[config.mk]
export PLATFORM = sky130hd
export DESIGN_NAME = hwbp_unit
export DESIGN_NICKNAME = d
export VERILOG_FILES = /design/src/rtl/hwbp_pkg.sv /design/src/rtl/hwbp_slot_cmp.sv /design/src/rtl/hwbp_regs.sv /design/src/rtl/hwbp_unit.sv
export SDC_FILE = /design/constraint.sdc
export NUM_CORES = 1
export LEC_CHECK = 0
export BUFFER_PORTS_ARGS = -buffer_cell sky130_fd_sc_hd__buf_2
export CORE_MARGIN = 5
export CORE_UTILIZATION = 60
export DETAILED_ROUTE_END_ITERATION = 10
export PLACE_DENSITY = 0.93
export RECOVER_POWER = 25
export SKIP_LAST_GASP = 1
export SYNTH_ARGS = -nofsm -noshare
export SYNTH_HDL_FRONTEND = slang
export SYNTH_SLANG_ARGS = --single-unit
export TNS_END_PERCENT = 1
[constraint.sdc]
create_clock -name clk -period 4.2 [get_ports clk]
set_input_delay 0.63 -clock clk [delete_from_list [all_inputs] [get_ports clk]]
set_output_delay 0.63 -clock clk [all_outputs]
set_load 0.03 [all_outputs]
[src/rtl/hwbp_pkg.sv]
package hwbp_pkg;

  localparam int NSLOT     = 4;
  localparam int IDX_W     = 3;
  localparam int IDX_STAT  = 6;
  localparam int IDX_CTRL  = 7;
  localparam int FIELD_LSB = 16;
  localparam int FIELD_W   = 4;

  localparam logic [31:0] CTRL_KEEP = 32'hFFFF_03FF;
  localparam logic [31:0] STAT_KEEP = 32'h0000_C00F;
  localparam logic [7:0]  LOCAL_EN  = 8'h55;

  typedef enum logic [1:0] {
    KIND_FETCH = 2'd0,
    KIND_READ  = 2'd1,
    KIND_WRITE = 2'd2,
    KIND_NONE  = 2'd3
  } acc_kind_e;

  // access-type code vs access kind
  function automatic logic kind_ok(logic [1:0] code, logic [1:0] kind);
    logic r;
    case (code)
      2'd0:    r = (kind == KIND_FETCH);
      2'd1:    r = (kind == KIND_WRITE);
      2'd3:    r = (kind == KIND_READ) || (kind == KIND_WRITE);
      default: r = 1'b0;
    endcase
    return r;
  endfunction

  // low address bits ignored for a length code
  function automatic logic [2:0] len_ignore(logic [1:0] len);
    logic [2:0] m;
    case (len)
      2'b00:   m = 3'b000;
      2'b01:   m = 3'b001;
      2'b11:   m = 3'b011;
      default: m = 3'b111;
    endcase
    return m;
  endfunction

endpackage

[src/rtl/hwbp_slot_cmp.sv]
module hwbp_slot_cmp
  import hwbp_pkg::*;
#(
  parameter int W = 32
) (
  input  logic [W-1:0] slot_addr,
  input  logic [1:0]   type_code,
  input  logic [1:0]   len_code,
  input  logic         slot_en,
  input  logic         acc_valid,
  input  logic [1:0]   acc_kind,
  input  logic [W-1:0] acc_addr,
  output logic         hit
);

  logic [W-1:0] ignore_m;
  logic         addr_eq;

  always_comb begin
    ignore_m      = '0;
    ignore_m[2:0] = len_ignore(len_code);
    addr_eq       = (((acc_addr ^ slot_addr) & ~ignore_m) == '0);
    hit           = slot_en && acc_valid && kind_ok(type_code, acc_kind) && addr_eq;
  end

endmodule

[src/rtl/hwbp_regs.sv]
module hwbp_regs
  import hwbp_pkg::*;
#(
  parameter int W  = 32,
  parameter int NS = NSLOT
) (
  input  logic                   clk,
  input  logic                   rst,
  input  logic                   we,
  input  logic [IDX_W-1:0]       idx,
  input  logic [W-1:0]           wdata,
  input  logic                   task_sw,
  input  logic [NS-1:0]          hits,
  output logic [NS-1:0][W-1:0]   slot_addr,
  output logic [31:0]            ctl_q,
  output logic [31:0]            stat_q,
  output logic [W-1:0]           rdata
);

  logic [31:0] ctl_n, stat_n;
  logic [W-1:0] rd_n;

  for (genvar g = 0; g < NS; g++) begin : g_addr
    always_ff @(posedge clk) begin
      if (rst)
        slot_addr[g] <= '0;
      else if (we && idx == IDX_W'(g))
        slot_addr[g] <= wdata;
    end
  end

  always_comb begin
    ctl_n = ctl_q;
    if (we && idx == IDX_W'(IDX_CTRL))
      ctl_n = wdata[31:0] & CTRL_KEEP;
    if (task_sw)
      ctl_n[7:0] = ctl_n[7:0] & ~LOCAL_EN;

    stat_n = stat_q;
    if (we && idx == IDX_W'(IDX_STAT))
      stat_n = wdata[31:0] & STAT_KEEP;
    stat_n[NS-1:0] = stat_n[NS-1:0] | hits;

    rd_n = '0;
    for (int i = 0; i < NS; i++)
      if (idx == IDX_W'(i)) rd_n = slot_addr[i];
    if (idx == IDX_W'(IDX_STAT)) rd_n[31:0] = stat_q;
    if (idx == IDX_W'(IDX_CTRL)) rd_n[31:0] = ctl_q;
  end

  always_ff @(posedge clk) begin
    if (rst) begin
      ctl_q  <= '0;
      stat_q <= '0;
      rdata  <= '0;
    end else begin
      ctl_q  <= ctl_n;
      stat_q <= stat_n;
      rdata  <= rd_n;
    end
  end

endmodule

[src/rtl/hwbp_unit.sv]
module hwbp_unit
  import hwbp_pkg::*;
#(
  parameter int W = 32
) (
  input  logic             clk,
  input  logic             rst,
  input  logic             reg_we,
  input  logic [2:0]       reg_idx,
  input  logic [W-1:0]     reg_wdata,
  output logic [W-1:0]     reg_rdata,
  input  logic             acc_valid,
  input  logic [1:0]       acc_kind,
  input  logic [W-1:0]     acc_addr,
  input  logic             task_sw,
  output logic             trap,
  output logic [NSLOT-1:0] trap_slots
);

  logic [NSLOT-1:0][W-1:0] slot_addr;
  logic [31:0]             ctl_q;
  logic [31:0]             stat_q;
  logic [NSLOT-1:0]        hits;

  hwbp_regs #(.W(W), .NS(NSLOT)) u_regs (
    .clk       (clk),
    .rst       (rst),
    .we        (reg_we),
    .idx       (reg_idx),
    .wdata     (reg_wdata),
    .task_sw   (task_sw),
    .hits      (hits),
    .slot_addr (slot_addr),
    .ctl_q     (ctl_q),
    .stat_q    (stat_q),
    .rdata     (reg_rdata)
  );

  for (genvar g = 0; g < NSLOT; g++) begin : g_slot
    localparam int FB = FIELD_LSB + FIELD_W * g;
    hwbp_slot_cmp #(.W(W)) u_cmp (
      .slot_addr (slot_addr[g]),
      .type_code (ctl_q[FB +: 2]),
      .len_code  (ctl_q[FB+2 +: 2]),
      .slot_en   (ctl_q[2*g] | ctl_q[2*g+1]),
      .acc_valid (acc_valid),
      .acc_kind  (acc_kind),
      .acc_addr  (acc_addr),
      .hit       (hits[g])
    );
  end

  always_ff @(posedge clk) begin
    if (rst) begin
      trap       <= 1'b0;
      trap_slots <= '0;
    end else begin
      trap       <= |hits;
      trap_slots <= hits;
    end
  end

endmodule

==> results of run 1 <==
## power by group through the flow
stage	Combinational, mW	Clock [mW]	Sequential [mW]
6_report	0.409	1.54	1.94
5_1_grt	0.427	1.62	1.94
4_1_cts	0.394	1.53	1.93
3_5_place_dp	0.391	0	1.98
3_3_place_gp	0.384	0	1.97
2_1_floorplan	0.244	0	1.97
## state kept, by name, indices dropped and copies added (netlist names)
| signal | count |
|---|---|
| u_regs.ctl_q | 26 |
| u_regs.slot_addr | 128 |
| trap | 1 |
| trap_slots | 4 |
| u_regs.stat_q | 6 |
| u_regs.rdata | 32 |
## worst register-to-register path, delay by kind of cell (launching register included)
kind / cells / cell delay (ps)
AO/OA/AOI/OAI: 2 / 690
XOR/XNOR: 1 / 370
flip-flops: 1 / 340
AND/OR/NAND/NOR: 2 / 640
## through the flow
step	area [um2]	hold slack [ps]
after floorplan	9270	437
after global placement	9800	446
after detailed placement	9800	454
after CTS	10300	456
after global routing	10300	458
final	10300	467
## area by class of cell
cell class / count / area share
multi-input cells: 800 / 0.479
repair buffers: 125 / 0.0613
clock inverters: 11 / 0.0101
inverters: 3 / 0.00109
clock buffers: 20 / 0.0424
flip-flops and latches: 197 / 0.383
well taps: 188 / 0.0229
## final timing paths
check / start / end / slack (ps) / cells past startpoint
setup / recovery: reg_idx[1] / u_regs.slot_addr[53]$_SDFFE_PP0P_ / 970 / 6
hold / removal: reg_wdata[11] / u_regs.slot_addr[43]$_SDFFE_PP0P_ / 470 / 3
setup reg to reg: u_regs.slot_addr[58]$_SDFFE_PP0P_ / trap$_SDFF_PP0_ / 2080 / 5
hold reg to reg: u_regs.ctl_q[8]$_SDFFE_PP0P_ / u_regs.ctl_q[8]$_SDFFE_PP0P_ / 470 / 2
## logic make-up (layout without fill, tap and decap cells)
| family | after synthesis | in the layout |
|---|---|---|
| AND/OR/NAND/NOR | 421 | 421 |
| XOR/XNOR | 128 | 128 |
| multiplexers | 46 | 46 |
| adder cells (fa/ha/maj) | 2 | 2 |
| AO/OA/AOI/OAI | 203 | 203 |
| flip-flops | 197 | 197 |
| buffers and inverters | 99 | 159 |
## placed cells by master, fill, tap and decap left out, types with 6 or more instances in the layout
| cell type | netlist | routed |
|---|---|---|
| nand3_1 | 8 | 8 |
| a21oi_1 | 164 | 164 |
| nor4_1 | 6 | 6 |
| xor2_1 | 24 | 24 |
| buf_4 | 0 | 13 |
| buf_2 | 18 | 71 |
| o21ai_0 | 8 | 8 |
| nand2_1 | 317 | 317 |
| nor2_1 | 37 | 37 |
| clkbuf_1 | 69 | 42 |
| nand4_1 | 24 | 24 |
| mux2i_1 | 10 | 10 |
| nor2b_1 | 6 | 6 |
| clkbuf_16 | 0 | 17 |
| a22oi_1 | 22 | 22 |
| xnor2_1 | 104 | 104 |
| mux4_2 | 32 | 32 |
| dfxtp_1 | 197 | 197 |
## routing by layer
metal | part of all wire | up-vias | track usage
met5 | 0.00064 | - | 0
met2 | 0.45 | 739 | 0.511
li1 | - | 3764 | -
met3 | 0.13 | 175 | 0.0990
met4 | 0.058 | 2 | 0.180
met1 | 0.36 | 4036 | 0.408
==> reports/qor.csv, run 1 <==
metric,value,unit
ant diodes,0,
Post-synth EDFFs,0,
CTS max path bufs,2,
Net Sw Power,1.03,mW
maximum vdd drop,0.294,mV
"FF+latch count, synth",197,
GP Congestion,1.04,
"top cells by count, synth","nand2_1 (317), dfxtp_1 (197), a21oi_1 (164)",
fin cells,1344,
CTS tree,done,
initial DRC count,1545,
Antenna Nets Post-Route,0,
CTS Root Cell,clkbuf_16,
layout cells sized above 1,0.138,
"Top FF cell, synth",dfxtp_1,
fmax,0.309,GHz
area of the multi-input gates,4930,um2
Post-CTS Setup Inserts,0,
initial antenna violation count,1,
H-tree levels,4,
final hold violation count,0,
violated checks,"capacitance limit, slew limit",
Synth Area in Simple Gates,0.192,
FP Rows,45,
top-count cell post-synth,nand2_1,
GRT Total Usage,0.328,
die area,18000,um2
I/O Pins,111,
Yosys top cell by area,dfxtp_1,
Final Core Density,0.677,
CP Cell Sequence,"clkbuf_1, nor2_1, nand2_1, clkbuf_1, nand2_1, a21oi_1",
CP Max Fanout,32,
WP data arrival,3600,ps
cts repair resizes,0,
clock share of power,0.397,
worst min path class,primary input to flop,
Final setup viols,0,
Post-Place Worst Slack,1270,ps
top post-synthesis cells by area,"dfxtp_1 (43%), nand2_1 (13%), xnor2_1 (9.8%), a21oi_1 (8.9%), mux4_2 (7.8%)",
area of the mapped netlist,9270,um2
combinational share of power,0.105,
CORE AREA,15200,um2
clk_skew,7.73,ps
DR pass1 iterations,8,
Initial Util,0.610,
register area,3940,um2
CP Buf/Inv Count,2,
fillers,1127,
Post-Synth Adder-Cell Area,0.00270,
Hold Buf Count CTS,0,
delay of the slowest cell on the worst path,1450,ps
Pwr Density,378,nW/um2
P&R area growth vs syn,11.0,%
largest family of logic cells by synthesized area,simple AND/OR/NAND/NOR gates,
IO buf count,110,
dpl hpwl,20.5,mm
clock sinks,197,
Setup WS post-layout,966,ps
slew margin rel.,-0.338,
"Req. time, crit path",4570,ps
CTS buffer count,17,
Reg power frac,0.498,
"Clk Latency, worst-skew pair",440,ps
YS warnings,0,
Slowest cell on crit path,clkbuf_1,
Synth top area share,0.425,
mux share of post-synthesis cell area,0.0934,
Cells after Synth,1096,
"Distinct cells, synth",37,
CP top delay family,buffers and inverters,
first-pass GRT wire length,45.9,mm
RSZ-0062 raised after global routing,false,
syn avg cell area,8.46,um2
Overall Power,3.89,mW
period utilisation layout,0.770,
number of global-route vias before repair,8352,
compound-cell area share of the yosys netlist,0.122,
Slew Limit Fails,33,
max_cap viols,1,
P_int,2.86,mW
CP Launch Type,primary input,
routed vias,8716,
Sw Ratio,0.264,
Die Wd,134,um
routed vias/inst,6.49,
crit path kind,primary input to flop,
status,"finished, violations left",
WL final,29.6,mm
fin crit period,3230,ps
Synth async-reset ratio,0,
Worst-path clk slew,70,ps
# DRC,0,
Setup crit end kind,flop,
GR Overflow Total,0,
sequential-to-total area share from yosys stat,0.425,
Vert. Die Dim,134,um
largest net degree at the start of global routing,121,
Post-Syn Nets,1172,
worst slew pin tran,2010,ps
P_leak,3.46,nW
final setup TNS,0,ps
dpl cells,1313,
Nets,1220,
WL per Instance,22.0,um
post-synthesis xor/xnor area fraction,0.121,
No activity file was read; power rests on OpenSTA's default activity.
==> inputs of run 2 (changes only) <==
Settings changed: CORE_UTILIZATION 60 to 53, PLACE_DENSITY 0.93 to 0.88.
Clock period 4.2 ns to 2.8 ns, I/O delays scaled along.
==> reports/qor.csv, run 2 (synthesized netlist as in run 1, its figures left out) <==
metric,value,unit,change
RSZ-0062 raised after global routing,false,,
initial antenna violation count,1,,unchanged
GR Overflow Total,0,,unchanged
P_leak,3.56,nW,+3.0%
CTS buffer count,17,,unchanged
status,"finished, final reports clean",,
dpl hpwl,21.6,mm,+5.0%
final setup TNS,0,ps,unchanged
CTS Root Cell,clkbuf_16,,
Slew Limit Fails,0,,-100%
CP Launch Type,primary input,,
period utilisation layout,0.784,,
biggest regs,"u_regs.slot_addr: 128 flops, u_regs.rdata: 32 flops, u_regs.ctl_q: 26 flops",,
Worst-path clk slew,80,ps,about the same
CTS max path bufs,2,,unchanged
number of global-route vias before repair,8202,,-1.8%
worst slew pin tran,933,ps,-1070 ps
worst min path class,primary input to flop,,
"Req. time, crit path",3170,ps,-1400 ps
Pwr Density,562,nW/um2,+49%
largest register by flop count,u_regs.slot_addr,,
GP Congestion,0.985,,-5.7%
fin area,10400,um2,+1.4%
WL final,31.1,mm,+5.2%
IO buf count,110,,unchanged
Vert. Die Dim,142,um,+5.9%
Post-CTS Setup Inserts,0,,unchanged
# DRC,0,,unchanged
maximum vdd drop,0.403,mV,+37%
dpl cells,1359,,+3.5%
cts repair resizes,0,,unchanged
P&R area growth vs syn,12.6,%,
Initial Util,0.538,,-0.0720
Setup crit end kind,flop,,
Die Wd,142,um,+5.9%
CP Max Fanout,19,,-41%
WL per Instance,22.4,um,+1.6%
fmax,0.456,GHz,
Hold WS,242,ps,-226 ps
Overall Power,5.87,mW,+51%
CORE AREA,17200,um2,+13%
max_cap viols,0,,-1
fin cells,1392,,+3.6%
Largest register FFs,128,,unchanged
most frequent cells in the layout,"nand2_1 (317), dfxtp_1 (197), a21oi_1 (164)",,
"commonest non-fill, non-tap cell in the layout",nand2_1,,
"Cell Area, Placed",9940,um2,+1.4%
FP Rows,48,,+6.7%
Hold Buf Count CTS,0,,unchanged
die area,20200,um2,+12%
initial DRC count,1475,,-4.5%
first-pass GRT wire length,47.0,mm,+2.3%
WP data arrival,2560,ps,-1040 ps
Antenna Nets Post-Route,0,,unchanged
slew margin rel.,0.378,,+0.716
H-tree levels,4,,unchanged
GRT Total Usage,0.304,,-0.0242
fin crit period,2190,ps,
"Clk Latency, worst-skew pair",450,ps,about the same
Nets,1229,,+0.74%
crit path kind,primary input to flop,,
routed vias,8628,,-1.0%
Final setup viols,0,,unchanged
routed vias/inst,6.20,,-4.4%
I/O Pins,111,,unchanged
CTS tree,done,,
largest net degree at the start of global routing,82,,-32%
layout cells sized above 1,0.154,,+0.0160
final hold violation count,0,,unchanged
DR pass1 iterations,6,,-2
clock sinks,197,,unchanged
clk_skew,11.9,ps,+4.19 ps
==> run 2: cell count changes in the layout (fill, tap and decap cells not counted), moves of 2 or more <==
| cell | change |
|---|---|
| clkinvlp_4 | -4 |
| buf_12 | +2 |
| inv_6 | +6 |
| clkbuf_1 | -10 |
| buf_2 | +9 |
| buf_4 | +5 |
==> run 2: area by class of cell <==
type | count | area, um2
clock inverter | 14 | 113
sequential | 197 | 3940
clock buffer | 18 | 429
fill | 1469 | 6800
antenna | 1 | 2.50
inverter | 3 | 11.3
timing repair buffer | 134 | 728
multi-input combinational | 800 | 4930
tap | 225 | 282
==> run 2: per-stage QoR <==
stage	worst slack [ps]	utilization
after floorplan	968	-
after global placement	621	0.577
after detailed placement	608	0.577
after CTS	855	0.608
after global routing	588	0.605
final	605	0.606
==> run 2: final timing paths <==
path                                startpoint                                end  slack, ps  cells after the start
max                                 reg_idx[0]  u_regs.slot_addr[32]$_SDFFE_PP0P_        610                      6
min                              reg_wdata[10]  u_regs.slot_addr[10]$_SDFFE_PP0P_        240                      3
max reg2reg  u_regs.slot_addr[88]$_SDFFE_PP0P_           trap_slots[2]$_SDFF_PP0_        670                      5
min reg2reg       u_regs.ctl_q[8]$_SDFFE_PP0P_       u_regs.ctl_q[8]$_SDFFE_PP0P_        470                      2
==> run 2: worst max-delay path, stage by stage <==
cell and delay (ps):
clkbuf_1 680, clkbuf_1 440, and2_0 220, clkbuf_2 490, nand2_1 120, a21oi_1 170
==> run 2: report_power, final <==
group	switching [mW]	internal, mW	total, mW
Sequential	0.0502	2.85	2.90
Clock	1.17	1.16	2.33
Combinational	0.412	0.222	0.633
Total	1.63	4.24	5.87
==> run 2: per-layer routing <==
layer | global-route usage | wire length [um] | vias up
li1 | - | - | 3778
met1 | 0.386 | 11500 | 4066
met2 | 0.479 | 14100 | 647
met3 | 0.0843 | 3950 | 135
met4 | 0.145 | 1610 | 2
met5 | 0 | 11 | -
